==> src/rtl/sb_pkg.sv <==
package sb_pkg;

   typedef enum logic [1:0] {
      CLS_INT  = 2'd0,
      CLS_FADD = 2'd1,
      CLS_FMUL = 2'd2,
      CLS_FDIV = 2'd3
   } unit_cls_e;

   // Slots are laid out class by class: integer, adder, multiplier, divider.
   function automatic unit_cls_e cls_of_slot(input int slot, input int n_int,
                                             input int n_add, input int n_mul);
      if (slot < n_int)                    return CLS_INT;
      else if (slot < n_int + n_add)       return CLS_FADD;
      else if (slot < n_int + n_add + n_mul) return CLS_FMUL;
      else                                 return CLS_FDIV;
   endfunction

endpackage

==> src/rtl/sb_unit_alloc.sv <==
module sb_unit_alloc
   import sb_pkg::*;
#(
   parameter int NFU   = 6,
   parameter int FU_W  = 3,
   parameter int N_INT = 2,
   parameter int N_ADD = 2,
   parameter int N_MUL = 1
)(
   input  logic [NFU-1:0]  busy,
   input  logic [1:0]      want_cls,
   output logic            found,
   output logic [NFU-1:0]  pick,
   output logic [FU_W-1:0] pick_id
);

   logic [NFU-1:0] cls_hit;

   for (genvar g = 0; g < NFU; g++) begin : g_slot
      localparam unit_cls_e SLOT_CLS = cls_of_slot(g, N_INT, N_ADD, N_MUL);
      assign cls_hit[g] = !busy[g] && (want_cls == SLOT_CLS);
   end

   always_comb begin
      found   = 1'b0;
      pick    = '0;
      pick_id = '0;
      for (int u = 0; u < NFU; u++) begin
         if (cls_hit[u] && !found) begin
            found   = 1'b1;
            pick[u] = 1'b1;
            pick_id = FU_W'(u + 1);
         end
      end
   end

endmodule

==> src/rtl/sb_wb_arbiter.sv <==
module sb_wb_arbiter #(
   parameter int NFU   = 6,
   parameter int REG_W = 3,
   parameter int FU_W  = 3
)(
   input  logic                       clk,
   input  logic                       rst_n,
   input  logic [NFU-1:0]             busy,
   input  logic [NFU-1:0]             wb_req,
   input  logic [NFU-1:0][REG_W-1:0]  fi,
   input  logic [NFU-1:0][REG_W-1:0]  fj,
   input  logic [NFU-1:0][REG_W-1:0]  fk,
   input  logic [NFU-1:0]             rj,
   input  logic [NFU-1:0]             rk,
   output logic [NFU-1:0]             gnt,
   output logic                       any,
   output logic [FU_W-1:0]            id
);

   logic [NFU-1:0] war_hold;
   logic [NFU-1:0] elig;

   // Anti-dependence: another slot still owes a read of this slot's target.
   for (genvar f = 0; f < NFU; f++) begin : g_war
      always_comb begin
         war_hold[f] = 1'b0;
         for (int o = 0; o < NFU; o++) begin
            if (o != f && busy[o] &&
                ((fj[o] == fi[f] && rj[o]) || (fk[o] == fi[f] && rk[o])))
               war_hold[f] = 1'b1;
         end
      end
   end

   assign elig = wb_req & ~war_hold;

   always_comb begin
      gnt = '0;
      any = 1'b0;
      id  = '0;
      for (int u = 0; u < NFU; u++) begin
         if (elig[u] && !any) begin
            any    = 1'b1;
            gnt[u] = 1'b1;
            id     = FU_W'(u + 1);
         end
      end
   end


   single_wb_chk: assert property (@(posedge clk) disable iff (!rst_n)
      $onehot0(gnt));

endmodule

==> src/rtl/sb_unit_entry.sv <==
module sb_unit_entry #(
   parameter int              REG_W   = 3,
   parameter int              FU_W    = 3,
   parameter int              OP_W    = 4,
   parameter logic [FU_W-1:0] SELF_ID = 1
)(
   input  logic             clk,
   input  logic             rst_n,
   input  logic             load,
   input  logic [OP_W-1:0]  ld_op,
   input  logic [REG_W-1:0] ld_fi,
   input  logic [REG_W-1:0] ld_fj,
   input  logic [REG_W-1:0] ld_fk,
   input  logic [FU_W-1:0]  ld_qj,
   input  logic [FU_W-1:0]  ld_qk,
   input  logic             ld_rj,
   input  logic             ld_rk,
   input  logic             rd_gnt,
   input  logic             wb_gnt,
   input  logic             done_pulse,
   input  logic [FU_W-1:0]  bcast_id,
   output logic             busy,
   output logic [OP_W-1:0]  op,
   output logic [REG_W-1:0] fi,
   output logic [REG_W-1:0] fj,
   output logic [REG_W-1:0] fk,
   output logic [FU_W-1:0]  qj,
   output logic [FU_W-1:0]  qk,
   output logic             rj,
   output logic             rk,
   output logic             rd_req,
   output logic             wb_req
);

   logic read_q;
   logic fin_q;

   always_ff @(posedge clk or negedge rst_n) begin
      if (!rst_n) begin
         busy   <= 1'b0;
         op     <= '0;
         fi     <= '0;
         fj     <= '0;
         fk     <= '0;
         qj     <= '0;
         qk     <= '0;
         rj     <= 1'b0;
         rk     <= 1'b0;
         read_q <= 1'b0;
         fin_q  <= 1'b0;
      end else if (wb_gnt) begin
         busy   <= 1'b0;
         op     <= '0;
         fi     <= '0;
         fj     <= '0;
         fk     <= '0;
         qj     <= '0;
         qk     <= '0;
         rj     <= 1'b0;
         rk     <= 1'b0;
         read_q <= 1'b0;
         fin_q  <= 1'b0;
      end else if (load) begin
         busy   <= 1'b1;
         op     <= ld_op;
         fi     <= ld_fi;
         fj     <= ld_fj;
         fk     <= ld_fk;
         qj     <= ld_qj;
         qk     <= ld_qk;
         rj     <= ld_rj;
         rk     <= ld_rk;
         read_q <= 1'b0;
         fin_q  <= 1'b0;
      end else begin
         if (rd_gnt) begin
            rj     <= 1'b0;
            rk     <= 1'b0;
            read_q <= 1'b1;
         end else begin
            if (bcast_id != '0 && qj == bcast_id) begin
               qj <= '0;
               rj <= 1'b1;
            end
            if (bcast_id != '0 && qk == bcast_id) begin
               qk <= '0;
               rk <= 1'b1;
            end
         end
         if (done_pulse && busy && read_q && !fin_q)
            fin_q <= 1'b1;
      end
   end

   assign rd_req = busy && rj && rk && !read_q;
   assign wb_req = busy && fin_q;


   read_clears_chk: assert property (@(posedge clk) disable iff (!rst_n)
      rd_gnt |=> (!rj && !rk && read_q));


   free_on_wb_chk: assert property (@(posedge clk) disable iff (!rst_n)
      wb_gnt |=> !busy);


   wb_after_read_chk: assert property (@(posedge clk) disable iff (!rst_n)
      wb_req |-> read_q);


   no_self_wait_chk: assert property (@(posedge clk) disable iff (!rst_n)
      busy |-> (qj != SELF_ID && qk != SELF_ID));

endmodule

==> src/rtl/sb_ctrl.sv <==
module sb_ctrl
   import sb_pkg::*;
#(
   parameter int REG_W = 3,
   parameter int FU_W  = 3,
   parameter int OP_W  = 4,
   parameter int N_INT = 2,
   parameter int N_ADD = 2,
   parameter int N_MUL = 1,
   parameter int N_DIV = 1,
   localparam int NFU  = N_INT + N_ADD + N_MUL + N_DIV,
   localparam int NREG = 1 << REG_W
)(
   input  logic                   clk,
   input  logic                   rst_n,
   input  logic                   iss_valid,
   input  logic [1:0]             iss_cls,
   input  logic [OP_W-1:0]        iss_op,
   input  logic [REG_W-1:0]       iss_dst,
   input  logic [REG_W-1:0]       iss_src1,
   input  logic [REG_W-1:0]       iss_src2,
   input  logic [NFU-1:0]         done_i,
   output logic                   iss_ready,
   output logic [FU_W-1:0]        iss_unit,
   output logic [NFU-1:0]         rd_grant_o,
   output logic [NFU-1:0]         wb_grant_o,
   output logic [NFU-1:0]         fu_busy_o,
   output logic [NFU-1:0]         fu_rj_o,
   output logic [NFU-1:0]         fu_rk_o,
   output logic [NFU*FU_W-1:0]    fu_qj_o,
   output logic [NFU*FU_W-1:0]    fu_qk_o,
   output logic [NFU*OP_W-1:0]    fu_op_o,
   output logic [NREG*FU_W-1:0]   reg_prod_o
);

   if (N_INT < 1 || N_ADD < 1 || N_MUL < 1 || N_DIV < 1) begin : g_bad_mix
      $error("each unit class needs at least one slot");
   end
   if (NFU > (1 << FU_W) - 1) begin : g_bad_idw
      $error("FU_W too narrow for slot IDs with 0 reserved");
   end
   if (REG_W < 1) begin : g_bad_regw
      $error("REG_W must be positive");
   end

   logic [NREG-1:0][FU_W-1:0]  prod;
   logic [NFU-1:0]             busy_a, rj_a, rk_a, rd_req_a, wb_req_a;
   logic [NFU-1:0][REG_W-1:0]  fi_a, fj_a, fk_a;
   logic [NFU-1:0][FU_W-1:0]   qj_a, qk_a;
   logic [NFU-1:0][OP_W-1:0]   op_a;
   logic [NFU-1:0]             pick;
   logic                       found;
   logic [FU_W-1:0]            pick_id;
   logic [NFU-1:0]             wb_gnt;
   logic                       wb_any;
   logic [FU_W-1:0]            wb_id;
   logic [FU_W-1:0]            src_q1, src_q2;

   sb_unit_alloc #(
      .NFU(NFU), .FU_W(FU_W), .N_INT(N_INT), .N_ADD(N_ADD), .N_MUL(N_MUL)
   ) u_alloc (
      .busy(busy_a), .want_cls(iss_cls), .found(found), .pick(pick), .pick_id(pick_id)
   );

   sb_wb_arbiter #(.NFU(NFU), .REG_W(REG_W), .FU_W(FU_W)) u_wb_arb (
      .clk(clk), .rst_n(rst_n), .busy(busy_a), .wb_req(wb_req_a),
      .fi(fi_a), .fj(fj_a), .fk(fk_a), .rj(rj_a), .rk(rk_a),
      .gnt(wb_gnt), .any(wb_any), .id(wb_id)
   );

   assign iss_ready = iss_valid && found && (prod[iss_dst] == '0);
   assign iss_unit  = iss_ready ? pick_id : '0;

   // Producer lookup; a producer retiring this very cycle counts as done.
   always_comb begin
      src_q1 = prod[iss_src1];
      src_q2 = prod[iss_src2];
      if (wb_any && src_q1 == wb_id) src_q1 = '0;
      if (wb_any && src_q2 == wb_id) src_q2 = '0;
   end

   for (genvar g = 0; g < NFU; g++) begin : g_unit
      sb_unit_entry #(
         .REG_W(REG_W), .FU_W(FU_W), .OP_W(OP_W), .SELF_ID(FU_W'(g + 1))
      ) u_entry (
         .clk(clk), .rst_n(rst_n),
         .load(iss_ready && pick[g]),
         .ld_op(iss_op), .ld_fi(iss_dst), .ld_fj(iss_src1), .ld_fk(iss_src2),
         .ld_qj(src_q1), .ld_qk(src_q2),
         .ld_rj(src_q1 == '0), .ld_rk(src_q2 == '0),
         .rd_gnt(rd_req_a[g]), .wb_gnt(wb_gnt[g]), .done_pulse(done_i[g]),
         .bcast_id(wb_id),
         .busy(busy_a[g]), .op(op_a[g]), .fi(fi_a[g]), .fj(fj_a[g]), .fk(fk_a[g]),
         .qj(qj_a[g]), .qk(qk_a[g]), .rj(rj_a[g]), .rk(rk_a[g]),
         .rd_req(rd_req_a[g]), .wb_req(wb_req_a[g])
      );
      assign fu_qj_o[g*FU_W +: FU_W] = qj_a[g];
      assign fu_qk_o[g*FU_W +: FU_W] = qk_a[g];
      assign fu_op_o[g*OP_W +: OP_W] = op_a[g];
   end

   always_ff @(posedge clk or negedge rst_n) begin
      if (!rst_n) begin
         prod <= '0;
      end else begin
         for (int r = 0; r < NREG; r++) begin
            if (iss_ready && iss_dst == REG_W'(r))
               prod[r] <= pick_id;
            else if (wb_any && prod[r] == wb_id)
               prod[r] <= '0;
         end
      end
   end

   for (genvar r = 0; r < NREG; r++) begin : g_prod_out
      assign reg_prod_o[r*FU_W +: FU_W] = prod[r];
   end

   assign rd_grant_o = rd_req_a;
   assign wb_grant_o = wb_gnt;
   assign fu_busy_o  = busy_a;
   assign fu_rj_o    = rj_a;
   assign fu_rk_o    = rk_a;


   dst_claimed_chk: assert property (@(posedge clk) disable iff (!rst_n)
      iss_ready |=> prod[$past(iss_dst)] == $past(iss_unit));


   slot_taken_chk: assert property (@(posedge clk) disable iff (!rst_n)
      iss_ready |=> (busy_a & $past(pick)) == $past(pick));


   read_wb_apart_chk: assert property (@(posedge clk) disable iff (!rst_n)
      (rd_grant_o & wb_grant_o) == '0);

endmodule

==> config.mk <==
export PLATFORM = sky130hd
export DESIGN_NAME = sb_ctrl
export DESIGN_NICKNAME = d
export VERILOG_FILES = /design/src/rtl/sb_pkg.sv /design/src/rtl/sb_unit_alloc.sv /design/src/rtl/sb_wb_arbiter.sv /design/src/rtl/sb_unit_entry.sv /design/src/rtl/sb_ctrl.sv
export SDC_FILE = /design/constraint.sdc
export NUM_CORES = 1
export LEC_CHECK = 0
export ABC_AREA = 0
export BUFFER_PORTS_ARGS = -buffer_cell sky130_fd_sc_hd__buf_2
export CORE_MARGIN = 5
export CORE_UTILIZATION = 43
export DETAILED_ROUTE_END_ITERATION = 7
export PLACE_DENSITY = 0.62
export SLEW_MARGIN = 30
export SYNTH_ARGS = -nofsm -noshare
export SYNTH_HDL_FRONTEND = slang
export SYNTH_SLANG_ARGS = --single-unit
==> constraint.sdc <==
create_clock -name clk -period 5.8 [get_ports clk]
set_clock_uncertainty 0.2 [all_clocks]
set_input_delay 0.29 -clock clk [delete_from_list [all_inputs] [get_ports clk]]
set_output_delay 0.29 -clock clk [all_outputs]
set_load 0.05 [all_outputs]
# Yosys cells after proc, flatten, opt, wreduce, memory -nomap -nowiden
# Cells that the tools add are included.
# classes
n_addsub,0
n_mul,0
div_mod_pow,0
magnitude_cmp,3
eq_ne,98
n_shift,0
mux,281
bitwise,2
n_reduce_logical,312
# op_table
op,n
$mux W3,112
$eq A3 B3 Y1,82
$logic_and A1 B1 Y1,186
$mux W1,150
$reduce_bool A3 Y1,25
$mux W4,12
$reduce_bool A4 Y1,12
$logic_or A1 B1 Y1,30
$logic_not A1 Y1,28
$reduce_bool A2 Y1,14
$bmux W3 S3,3
$reduce_and A2 Y1,12
$ne A3 B2 Y1 const B,6
$eq A3 B3 Y1 const B,4
$logic_not A3 Y1,4
$lt A3 B4 Y1 const B,3
$mux W2,4
$and A6 B6 Y6,1
$eq A3 B2 Y1 const B,2
$not A6 Y6,1
$eq A2 B2 Y1 const B,2
$eq A3 B1 Y1 const B,1
$eq A2 B1 Y1 const B,1
$logic_not A2 Y1,1
# word_totals
register_bits,168
latchBits,0
ramBits,0
romBits,0
output_inout_bits,118
mem_count,0

# Depth between registers and ports, before layout
# Gate-level depths: netlist of the first run.
# logic_depth
depth_word,33
ltp_mapped,15

# By module
# A second synthesis of the first run with hierarchy kept.
# hier_totals
hier_cells,1217
hier_area_um2,11591.1
# modules_own_cells
mod,n_inst,cells_each,area_each_um2,seq_area_each_um2
sb_unit_entry,6,102,1119.8,600.6
sb_wb_arbiter,1,364,2735.1,0.0
sb_ctrl,1,222,1966.9,600.6
sb_unit_alloc,1,19,170.2,0.0

# Least setup slack after synthesis of the first run
# No wires, ideal clock.
# synth_timing
path_kind,reg-to-reg
start,register g_unit[4].u_entry.fi[1]
end,register g_unit[1].u_entry.qj[0]
setup_time_ps,122
t_arrival_ps,2855
required_ps,5478
path_slack_ps,2624
path_stages_with_launch,14
cell_sequence,dfrtp_1 buf_4 xnor2_1 nand4_1 nand2_1 a2111oi_0 nand4_1 nand3b_1 a31oi_4 buf_6 xor2_1 a2111oi_2 nand2_1 a32o_1
# synth_via
elab_chain_cells,21
word_cells_on_any_way,54
# synth_lines
element,line_no,text
start: declaration,sb_unit_entry.sv:24,"output logic [REG_W-1:0] fi,"
start signal: assignment,sb_unit_entry.sv:66,fi <= ld_fi;
$eq A3 B3 Y1,sb_wb_arbiter.sv:29,((fj[o] == fi[f] && rj[o]) || (fk[o] == fi[f] && rk[o])))
$logic_and A1 B1 Y1,sb_wb_arbiter.sv:29,
$logic_or A1 B1 Y1,sb_wb_arbiter.sv:29,
$logic_and A1 B1 Y1,sb_wb_arbiter.sv:28,if (o != f && busy[o] &&
$mux W1 (4 in series),sb_wb_arbiter.sv:28,
$mux W1 *,sb_wb_arbiter.sv:28,
$not A6 Y6 *,sb_wb_arbiter.sv:35,assign elig = wb_req & ~war_hold;
$and A6 B6 Y6 *,sb_wb_arbiter.sv:35,
[... 2 more ...],-,
$logic_not A1 Y1,sb_wb_arbiter.sv:42,if (elig[u] && !any) begin
$logic_and A1 B1 Y1,sb_wb_arbiter.sv:42,
$mux W3,sb_wb_arbiter.sv:42,
$eq A3 B3 Y1,sb_ctrl.sv:78,if (wb_any && src_q1 == wb_id) src_q1 = '0;
$logic_and A1 B1 Y1,sb_ctrl.sv:78,
$mux W3,sb_ctrl.sv:78,
$mux W3,sb_unit_entry.sv:63,end else if (load) begin
$mux W3,sb_unit_entry.sv:51,end else if (wb_gnt) begin
end signal: assignment,sb_unit_entry.sv:69,qj <= ld_qj;
end: declaration,sb_unit_entry.sv:27,"output logic [FU_W-1:0] qj,"
# Every way passes the cells marked *; elsewhere a longest branch is shown, timed or not.
# A chain may end at the register's enable or synchronous reset.

# Worst setup path in the final report of the first run
# layout_timing
start,register g_unit[0].u_entry.fi[2]
end,output port wb_grant_o[2]
# layout_via
elab_chain_cells,18
word_cells_on_any_way,44
# layout_lines
element,line_no,text
start: declaration,sb_unit_entry.sv:24,
start signal: assignment,sb_unit_entry.sv:66,
$eq A3 B3 Y1,sb_wb_arbiter.sv:29,
$logic_and A1 B1 Y1,sb_wb_arbiter.sv:29,
$logic_or A1 B1 Y1,sb_wb_arbiter.sv:29,
$logic_and A1 B1 Y1,sb_wb_arbiter.sv:28,
$mux W1 (4 in series),sb_wb_arbiter.sv:28,
$mux W1 *,sb_wb_arbiter.sv:28,
$not A6 Y6 *,sb_wb_arbiter.sv:35,
$and A6 B6 Y6 *,sb_wb_arbiter.sv:35,
$mux W1 *,sb_wb_arbiter.sv:42,
$logic_not A1 Y1,sb_wb_arbiter.sv:42,
$logic_and A1 B1 Y1,sb_wb_arbiter.sv:42,
$mux W1 *,sb_wb_arbiter.sv:42,
$logic_not A1 Y1 *,sb_wb_arbiter.sv:42,
$logic_and A1 B1 Y1 *,sb_wb_arbiter.sv:42,
$mux W1 *,sb_wb_arbiter.sv:42,
end: declaration,sb_ctrl.sv:26,"output logic [NFU-1:0] wb_grant_o,"
# Marked as above.

==> results.yml, run 1 <==
status:
  outcome: "finished, final reports clean"
synthesis:
  synth_seq_cells: 168
  synth_cell_type_count: 60
  yosys.area.top_type_share: 0.374
  seq_area_frac_synth: 0.374
  syn_nets: 1259
  synthTopCellsByArea: "dfrtp_1 (37%), xnor2_1 (17%), nand2_1 (7.4%)"
  yosysMostFrequentCell: "xnor2_1"
  yosysTopAreaCell: "dfrtp_1"
  ys_async_sr_fraction: 1.00
  syn-cell-area_um2: 11200
  avgSynthCellArea_um2: 9.09
  synth_edf_count: 0
  synthFlopType: "dfrtp_1"
  synth_common_cells: "xnor2_1 (221), nand2_1 (220), dfrtp_1 (168), o21ai_0 (89), nand4_1 (63)"
  synth_cells: 1235
  synth_warnings: 0
drt:
  dr.pass1.iters: 5
  drtIter0Drc: 911
  routed_wl_mm: 36.9
  viasPerCell: 5.95
  vias: 9603
  wl_per_cell_um: 22.8
  drc: 0
  ant_nets: 0
placed_design:
  globalplace.congestion: 0.921
  port_buffers: 141
  post_dp_cell_area_um2: 11600
  dp_hpwl_mm: 25.9
  dp_cells: 1578
clock_network:
  clkLatencyLatePin_ps: 440
  numCtsBuffers: 17
  clk_path_buf_depth: 2
  cts.sinks: 168
  cts-root-buf: "clkbuf_16"
  h-tree-depth: 4
  cts_tree: "done"
  cts.clk_slew.worst_paths_ps: 70
cells_and_area:
  drive_above_1_share: 0.189
  stdcell_count: 1615
  finish.instance_area_um2: 12300
  diodes: 0
  finish.net_count: 1291
  area_delta_synth_final_pct: 9.22
sta:
  setup_tns_ps: 0
  min_period_over_period: 0.825
  slew_headroom: 0.335
  setup_viol: 0
  slew_violations: 0
  finalHoldViolations: 0
  fin_crit_ps: 4780
  rsz0062_at_grt: "no"
  max_freq_ghz: 0.209
  worst_slew_pin_slew_ps: 997
setup_path:
  arrival_ps: 4290
  crit_path_frequent_cell: "inv_1"
  critPathLaunchType: "flip-flop"
  crit_type: "flip-flop to output port"
  critPathTopFamily: "simple AND/OR/NAND/NOR gates"
  crit_required_ps: 5310
  cp-end-kind: "output port"
  cpMaxStageDelayCell: "dfrtp_1"
  worstPathMaxFanout: 18
  critPathMaxStageDelay_ps: 750
  crit_path_cell_trace: "xnor2_1 -> nand4_1 -> a21boi_1 -> a2111oi_2 -> nand4_2 -> inv_1 -> nor2_1 -> nand2_1 -> inv_1 -> buf_2"
  critPathBufInv: 3
global_route:
  grt_usage: 0.250
  grt.busiest_layer: "met2"
  grt_remaining_overflow: 0
  use_met2: 0.384
  grt_max_degree: 83
  use_met3: 0.0607
  grt_use_met1: 0.347
  grt_pass1_vias: 9042
  antenna_found_initial: 0
  grt_pass1_wl_mm: 56.1
floorplanning:
  dieWidth_um: 172
  die_h_um: 172
  fp-row-count: 59
  coreArea_um2: 25900
  initial_core_util: 0.433
  fp.dieArea_um2: 29400
  pin_count: 142
job:
  max-cap-violations: 0
hold_path:
  hold_class: "primary input to flip-flop"
## cell families after synthesis
group / synth area share
AOI/OAI and AO/OA: 0.139
xor gates and xnor gates: 0.192
DFF: 0.374
buffers and inverters: 0.0840
muxes: 0.0314
and+or+nand+nor: 0.179
## stage by stage
step	worst slack [ps]	utilization	hold slack (ps)
3_3_place_gp	1300	0.449	199
5_1_grt	726	0.473	33.1
3_5_place_dp	1210	0.449	201
2_1_floorplan	2620	-	-206
6_report	1020	0.473	14.8
4_1_cts	1020	0.473	14.8
## worst paths after layout
kind,startpoint,endpoint,slack (ps),cells past startpoint
max in group asynchronous,rst_n,g_unit[0].u_entry.rk,3950,3
hold / removal,iss_op[2],g_unit[3].u_entry.op[2],10,3
hold reg to reg,g_unit[3].u_entry.op[1],g_unit[3].u_entry.op[1],300,2
min in group asynchronous,rst_n,g_unit[4].u_entry.op[3],250,2
setup / recovery,g_unit[0].u_entry.fi[2],wb_grant_o[2],1020,10
setup reg to reg,g_unit[0].u_entry.fi[2],g_unit[4].u_entry.qk[0],1230,12
## tightest hold or removal path: stages
cell     delay (ps)
buf_2           190
nand2_1          80
nand2_1          50
## sequential cells by signal, summed over array words and instances (netlist names)
signal and flops:
g_unit.u_entry.fin_q 6, g_unit.u_entry.fj 18, g_unit.u_entry.fi 18, g_unit.u_entry.rj 6, g_unit.u_entry.op 24, g_unit.u_entry.read_q 6
g_unit.u_entry.fk 18, g_unit.u_entry.rk 6, reg_prod_o 24, g_unit.u_entry.busy 6, g_unit.u_entry.qk 18, g_unit.u_entry.qj 18
## layer usage
metal,part of all wire,routed length [µm]
met3,0.095,3510
met5,0,0
met4,0.031,1140
met1,0.42,15500
met2,0.45,16700
## cells in the final DEF (no fill, tap or decap), types with 16 or more instances in the layout
| cell | count |
|---|---|
| nor3_1 | 27 |
| nand3_1 | 28 |
| buf_2 | 140 |
| dfrtp_1 | 168 |
| xnor2_1 | 221 |
| xor2_1 | 21 |
| nand4_1 | 63 |
| nand2_1 | 220 |
| inv_1 | 16 |
| a32o_1 | 30 |
| o21ai_0 | 89 |
| buf_4 | 18 |
| clkbuf_16 | 17 |
| nor2_1 | 30 |
## area by class of cell
class / instances / area, µm²
Clock buffer: 18 / 429
Clock inverter: 14 / 139
Fill cell: 2444 / 13600
Inverter: 16 / 60.1
Multi-Input combinational cell: 900 / 6110
Sequential cell: 168 / 4200
Tap cell: 335 / 419
Timing Repair Buffer: 164 / 897
## timing repair
action / in CTS / in global routing
hold buffers: 5 / 0
resized for setup: 0 / 0
setup buffers: 0 / 0
hold endpoints to repair: 84 / 0
Power of run 1 is not shown: default switching activity piles up to over one toggle a cycle in this logic, so the estimate is an artifact.
==> inputs of run 2 (changes only) <==
- ABC_AREA: 0 -> 1
- clock period: 5.8 -> 4.7 ns (I/O delays scaled with it)
==> run 2 against run 1 <==
  * Register-to-register slack worse by 530 ps
  * Sequential cell count stayed put
  * Count of clock-buffer cells in the layout is 1 lower
  * Wire length is 27% higher
  * Critical path depth is 8 higher
  * Non-clock buffer count is 18 higher
  * First-iteration DRC count is 40% higher
  * Critical endpoint is now g_unit[3].u_entry.rk
==> results.yml, run 2 <==
synthesis:
  syn_nets: 1807
  synthTopCellsByArea: "dfrtp_1 (35%), nand2_1 (18%), nand3_1 (5.5%)"
  syn-cell-area_um2: 12000
  avgSynthCellArea_um2: 6.74
  yosys.area.top_type_share: 0.350
  yosysMostFrequentCell: "nand2_1"
  synth_common_cells: "nand2_1 (574), dfrtp_1 (168), nor2_1 (164), inv_1 (163), nand3_1 (133)"
  synth_cells: 1783
  seq_area_frac_synth: 0.350
  yosysTopAreaCell: "dfrtp_1"
  synth_warnings: 0
  synth_edf_count: 0
  ys_async_sr_fraction: 1.00
  synth_seq_cells: 168
  synthFlopType: "dfrtp_1"
  synth_cell_type_count: 47
status:
  outcome: "finished, final reports clean"
setup_path:
  arrival_ps: 4170
  crit_path_cell_trace: "clkinv_1 -> o21ai_0 -> a21oi_1 -> nand3_1 -> nand2_1 -> nand2_1 -> nand2_1 -> nor2_1 -> nand2_1 -> nand4_4 -> nand2_2 -> nand2_1 -> nand2_1 -> nor2_4 -> nand2_4 -> o311ai_1 -> nand2_1 -> nand2_1"
  critPathLaunchType: "flip-flop"
  r2r_slack_ps: 700
  reg2reg_from: "g_unit[3].u_entry.fi[0]"
  ff2ff_path_depth: 18
  critPathTopFamily: "simple AND/OR/NAND/NOR gates"
  crit_path_frequent_cell: "nand2_1"
  critPathBufInv: 1
  r2r-end: "g_unit[3].u_entry.rk"
  critPathMaxStageDelay_ps: 680
  cp-end-kind: "flip-flop"
  cpMaxStageDelayCell: "dfrtp_1"
  crit_required_ps: 4880
  worstPathMaxFanout: 22
  crit_type: "flip-flop to flip-flop"
sta:
  worst_slew_pin_slew_ps: 917
  min_period_over_period: 0.850
  setup_viol: 0
  setup_tns_ps: 0
  finalHoldViolations: 0
  slew_violations: 0
  max_freq_ghz: 0.250
  rsz0062_at_grt: "no"
  fin_crit_ps: 4000
  slew_headroom: 0.383
clock_network:
  clkLatencyLatePin_ps: 440
  clk_path_buf_depth: 2
  cts_tree: "done"
  post_cts_buffers: 0
  cts.clk_slew.worst_paths_ps: 80
  h-tree-depth: 4
  cts-root-buf: "clkbuf_16"
  numCtsBuffers: 17
  cts.sinks: 168
floorplanning:
  coreArea_um2: 27700
  pin_count: 142
  initial_core_util: 0.434
  die_h_um: 177
  fp-row-count: 61
  fp.dieArea_um2: 31400
  dieWidth_um: 177
drt:
  wl_met1_mm: 19.7
  top_layer: "met4"
  wl_met3_mm: 3.77
  drtIter0Drc: 1277
  ant_nets: 0
  drc: 0
  wl_per_cell_um: 20.6
  wl_met2_mm: 21.5
  routed_wl_mm: 46.8
  vias: 12686
  viasPerCell: 5.60
  dr.pass1.iters: 6
cells_and_area:
  final_cell_mix: "nand2_1 (574), dfrtp_1 (168), nor2_1 (164)"
  finish.net_count: 1898
  nFillCells: 2881
  drive_above_1_share: 0.138
  area_delta_synth_final_pct: 12.2
  mostFrequentLayoutCell: "nand2_1"
hold_path:
  whs_endpoint: "reg_prod_o[12]"
  hold_start: "iss_dst[0]"
  hold_class: "primary input to flip-flop"
  worstHoldPathCells: 4
placed_design:
  globalplace.congestion: 0.959
  dp_hpwl_mm: 33.7
  port_buffers: 141
global_route:
  grt_pass1_wl_mm: 72.2
  grt_pass1_vias: 12106
  grt_max_degree: 88
  antenna_found_initial: 1
  grt_usage: 0.299
  grt_remaining_overflow: 0
job:
  max-cap-violations: 0
## run 2: logic make-up after synthesis
kind of cell    count (synthesis)  synth area share
compound gates                283             0.136
xor+xnor                       82            0.0597
buf+inv                       301             0.117
flops                         168             0.350
simple gates                  949             0.337
## run 2: final cells by class
type	count	area, µm²	area share
multi-input combinational	1314	6420	0.476
clock buffer	17	425	0.0315
inverter	191	722	0.0535
timing repair buffer	182	1060	0.0787
antenna	1	2.50	0.000186
clock inverter	15	184	0.0136
sequential	168	4200	0.312
tap	378	473	0.0351
## run 2: worst reg2reg max path: stages (launching register included)
cell and delay [ps]:
dfrtp_1 680, clkinv_1 470, o21ai_0 320, a21oi_1 70, nand3_1 90, nand2_1 60, nand2_1 60, nand2_1 50
nor2_1 160, nand2_1 270, nand4_4 230, nand2_2 370, nand2_1 180, nand2_1 100, nor2_4 230, nand2_4 120
o311ai_1 120, nand2_1 100, nand2_1 70
## run 2: what timing repair did
action / in CTS / in global routing
hold buffers: 12 / 0
gates resized for setup: 0 / 0
hold endpoints to repair: 116 / 0
## run 2: metrics by stage
stage          setup WS (ps)  hold slack, ps   util  cells  area (µm²)
2_1_floorplan           1650            -261      -   1783       12000
3_3_place_gp             902             180  0.460   2221       12800
3_5_place_dp             856             184  0.460   2221       12800
4_1_cts                  824            72.3  0.487   2265       13500
5_1_grt                  425             105  0.487   2266       13500
6_report                 704            94.3  0.487   2266       13500
## run 2: worst max path at each step
stage,startpoint,end,cells after the start
3_5_place_dp,g_unit[3].u_entry.fi[0],reg_prod_o[21],17
4_1_cts,g_unit[3].u_entry.fi[0],g_unit[3].u_entry.rk,18
5_1_grt,g_unit[3].u_entry.fi[0],reg_prod_o[21],17
2_1_floorplan,reg_prod_o[10],g_unit[5].u_entry.qj[0],11
6_report,g_unit[3].u_entry.fi[0],g_unit[3].u_entry.rk,18
3_3_place_gp,g_unit[3].u_entry.fi[0],reg_prod_o[21],17
## run 2: per-layer routing
layer | vias up | global-route usage
met3 | 106 | 0.0481
met2 | 643 | 0.480
met4 | 0 | 0.116
met5 | - | 0
li1 | 5905 | -
met1 | 6032 | 0.405
Power of run 2 is left out for the same reason.
==> inputs of run 3 (changes only) <==
- ABC_AREA: 1 -> 0
==> run 3 against run 2 <==
  * Sequential cell count unchanged
  * Wire length down 20%
  * Hold slack worse by 92 ps
  * Cell area decreased by 6.9%
  * Register-to-register slack worse by 240 ps
  * Worst setup slack got worse by 240 ps
==> results.yml, run 3 (synthesized netlist as in run 1, its figures left out) <==
hold_path:
  whs_endpoint: "g_unit[3].u_entry.fj[2]"
  worstHoldPathCells: 3
  hold_start: "iss_src1[2]"
  hold_class: "primary input to flip-flop"
sta:
  slew_violations: 0
  finalHoldViolations: 0
  fin_crit_ps: 4240
  worst_slew_pin_slew_ps: 1000
  rsz0062_at_grt: "no"
  slew_headroom: 0.331
  min_period_over_period: 0.901
  setup_viol: 0
  max_freq_ghz: 0.236
  setup_tns_ps: 0
drt:
  drc: 0
  drtIter0Drc: 891
  vias: 9579
  wl_per_cell_um: 23.0
  viasPerCell: 5.85
  routed_wl_mm: 37.6
  dr.pass1.iters: 7
  ant_nets: 0
cells_and_area:
  mostFrequentLayoutCell: "xnor2_1"
  area_delta_synth_final_pct: 11.8
  diodes: 0
  final_util: 0.485
  final_cell_mix: "xnor2_1 (221), nand2_1 (220), dfrtp_1 (168)"
  finish.net_count: 1314
  drive_above_1_share: 0.199
floorplanning:
  fp.dieArea_um2: 29400
  fp-row-count: 59
  coreArea_um2: 25900
  dieWidth_um: 172
  die_h_um: 172
  pin_count: 142
  initial_core_util: 0.433
setup_path:
  cp-end-kind: "flip-flop"
  crit_path_cell_trace: "xnor2_1 -> nand4_1 -> a21boi_1 -> a2111oi_4 -> nand4_4 -> and3_1 -> nand2_4 -> xnor2_1 -> a31oi_1 -> or3_4 -> a211oi_2"
  crit_required_ps: 4860
  critPathMaxStageDelay_ps: 830
  arrival_ps: 4400
  r2r_slack_ps: 460
  worstPathMaxFanout: 21
  crit_type: "flip-flop to flip-flop"
  critPathLaunchType: "flip-flop"
  ff2ff_path_depth: 11
  r2r-end: "g_unit[1].u_entry.rj"
  crit_path_frequent_cell: "xnor2_1"
  cpMaxStageDelayCell: "dfrtp_1"
  reg2reg_from: "g_unit[1].u_entry.fi[2]"
clock_network:
  clkLatencyLatePin_ps: 450
  clk_path_buf_depth: 2
  cts.clk_slew.worst_paths_ps: 70
  cts.sinks: 168
  post_cts_buffers: 0
  numCtsBuffers: 17
  cts-root-buf: "clkbuf_16"
  h-tree-depth: 4
  cts_tree: "done"
  cts-resized-gates: 0
  hold_buffers: 11
status:
  outcome: "finished, final reports clean"
job:
  max-cap-violations: 0
placed_design:
  port_buffers: 141
  dp_hpwl_mm: 26.3
  globalplace.congestion: 0.985
global_route:
  grt_pass1_vias: 9336
  grt_usage: 0.257
  grt_max_degree: 100
  grt_pass1_wl_mm: 57.7
  grt_remaining_overflow: 0
  antenna_found_initial: 2
run 3: how the worst max path moves through the flow:
stage,from,depth (start not counted),slack (ps),endpoint
global placement,g_unit[2].u_entry.fi[2],11,690,g_unit[1].u_entry.rk
floorplan,g_unit[4].u_entry.fi[1],13,1520,g_unit[1].u_entry.qj[0]
finish,g_unit[1].u_entry.fi[2],11,460,g_unit[1].u_entry.rj
detailed placement,g_unit[1].u_entry.fi[2],11,630,g_unit[2].u_entry.rj
CTS,g_unit[1].u_entry.fi[2],11,550,g_unit[1].u_entry.rj
global route,g_unit[4].u_entry.fi[2],11,310,g_unit[5].u_entry.rj
run 3: routing by layer:
layer	wire length, µm	vias to the layer above	global-route usage
met1	16100	4745	0.354
met3	3030	77	0.0556
met2	17400	430	0.408
met4	1090	4	0.0779
met5	23	-	0
li1	-	4323	-
run 3: worst max-delay path, delay by kind of cell, from the launching register on:
kind,cells,cell delay (ps)
simple gates,5,1540
xor+xnor,2,590
flops,1,830
compound gates,4,980
run 3: cell type report:
type                    instances  area (µm²)
multi-input cells             900        6110
fillers                      2455       13400
clock inverters                14         233
clock buffers                  18         429
well taps                     335         419
flip-flops and latches        168        4200
repair buffers                187        1100
inverters                      16        60.1
run 3: through the flow:
step	hold WS (ps)	setup WS (ps)	cells	area, µm²
after global routing	17.3	312	1638	12600
after floorplan	-261	1520	1235	11200
after CTS	0.334	545	1638	12600
after global placement	109	693	1595	11800
after detailed placement	108	632	1595	11800
final	2.45	464	1638	12600
Power of run 3 is left out for the same reason.
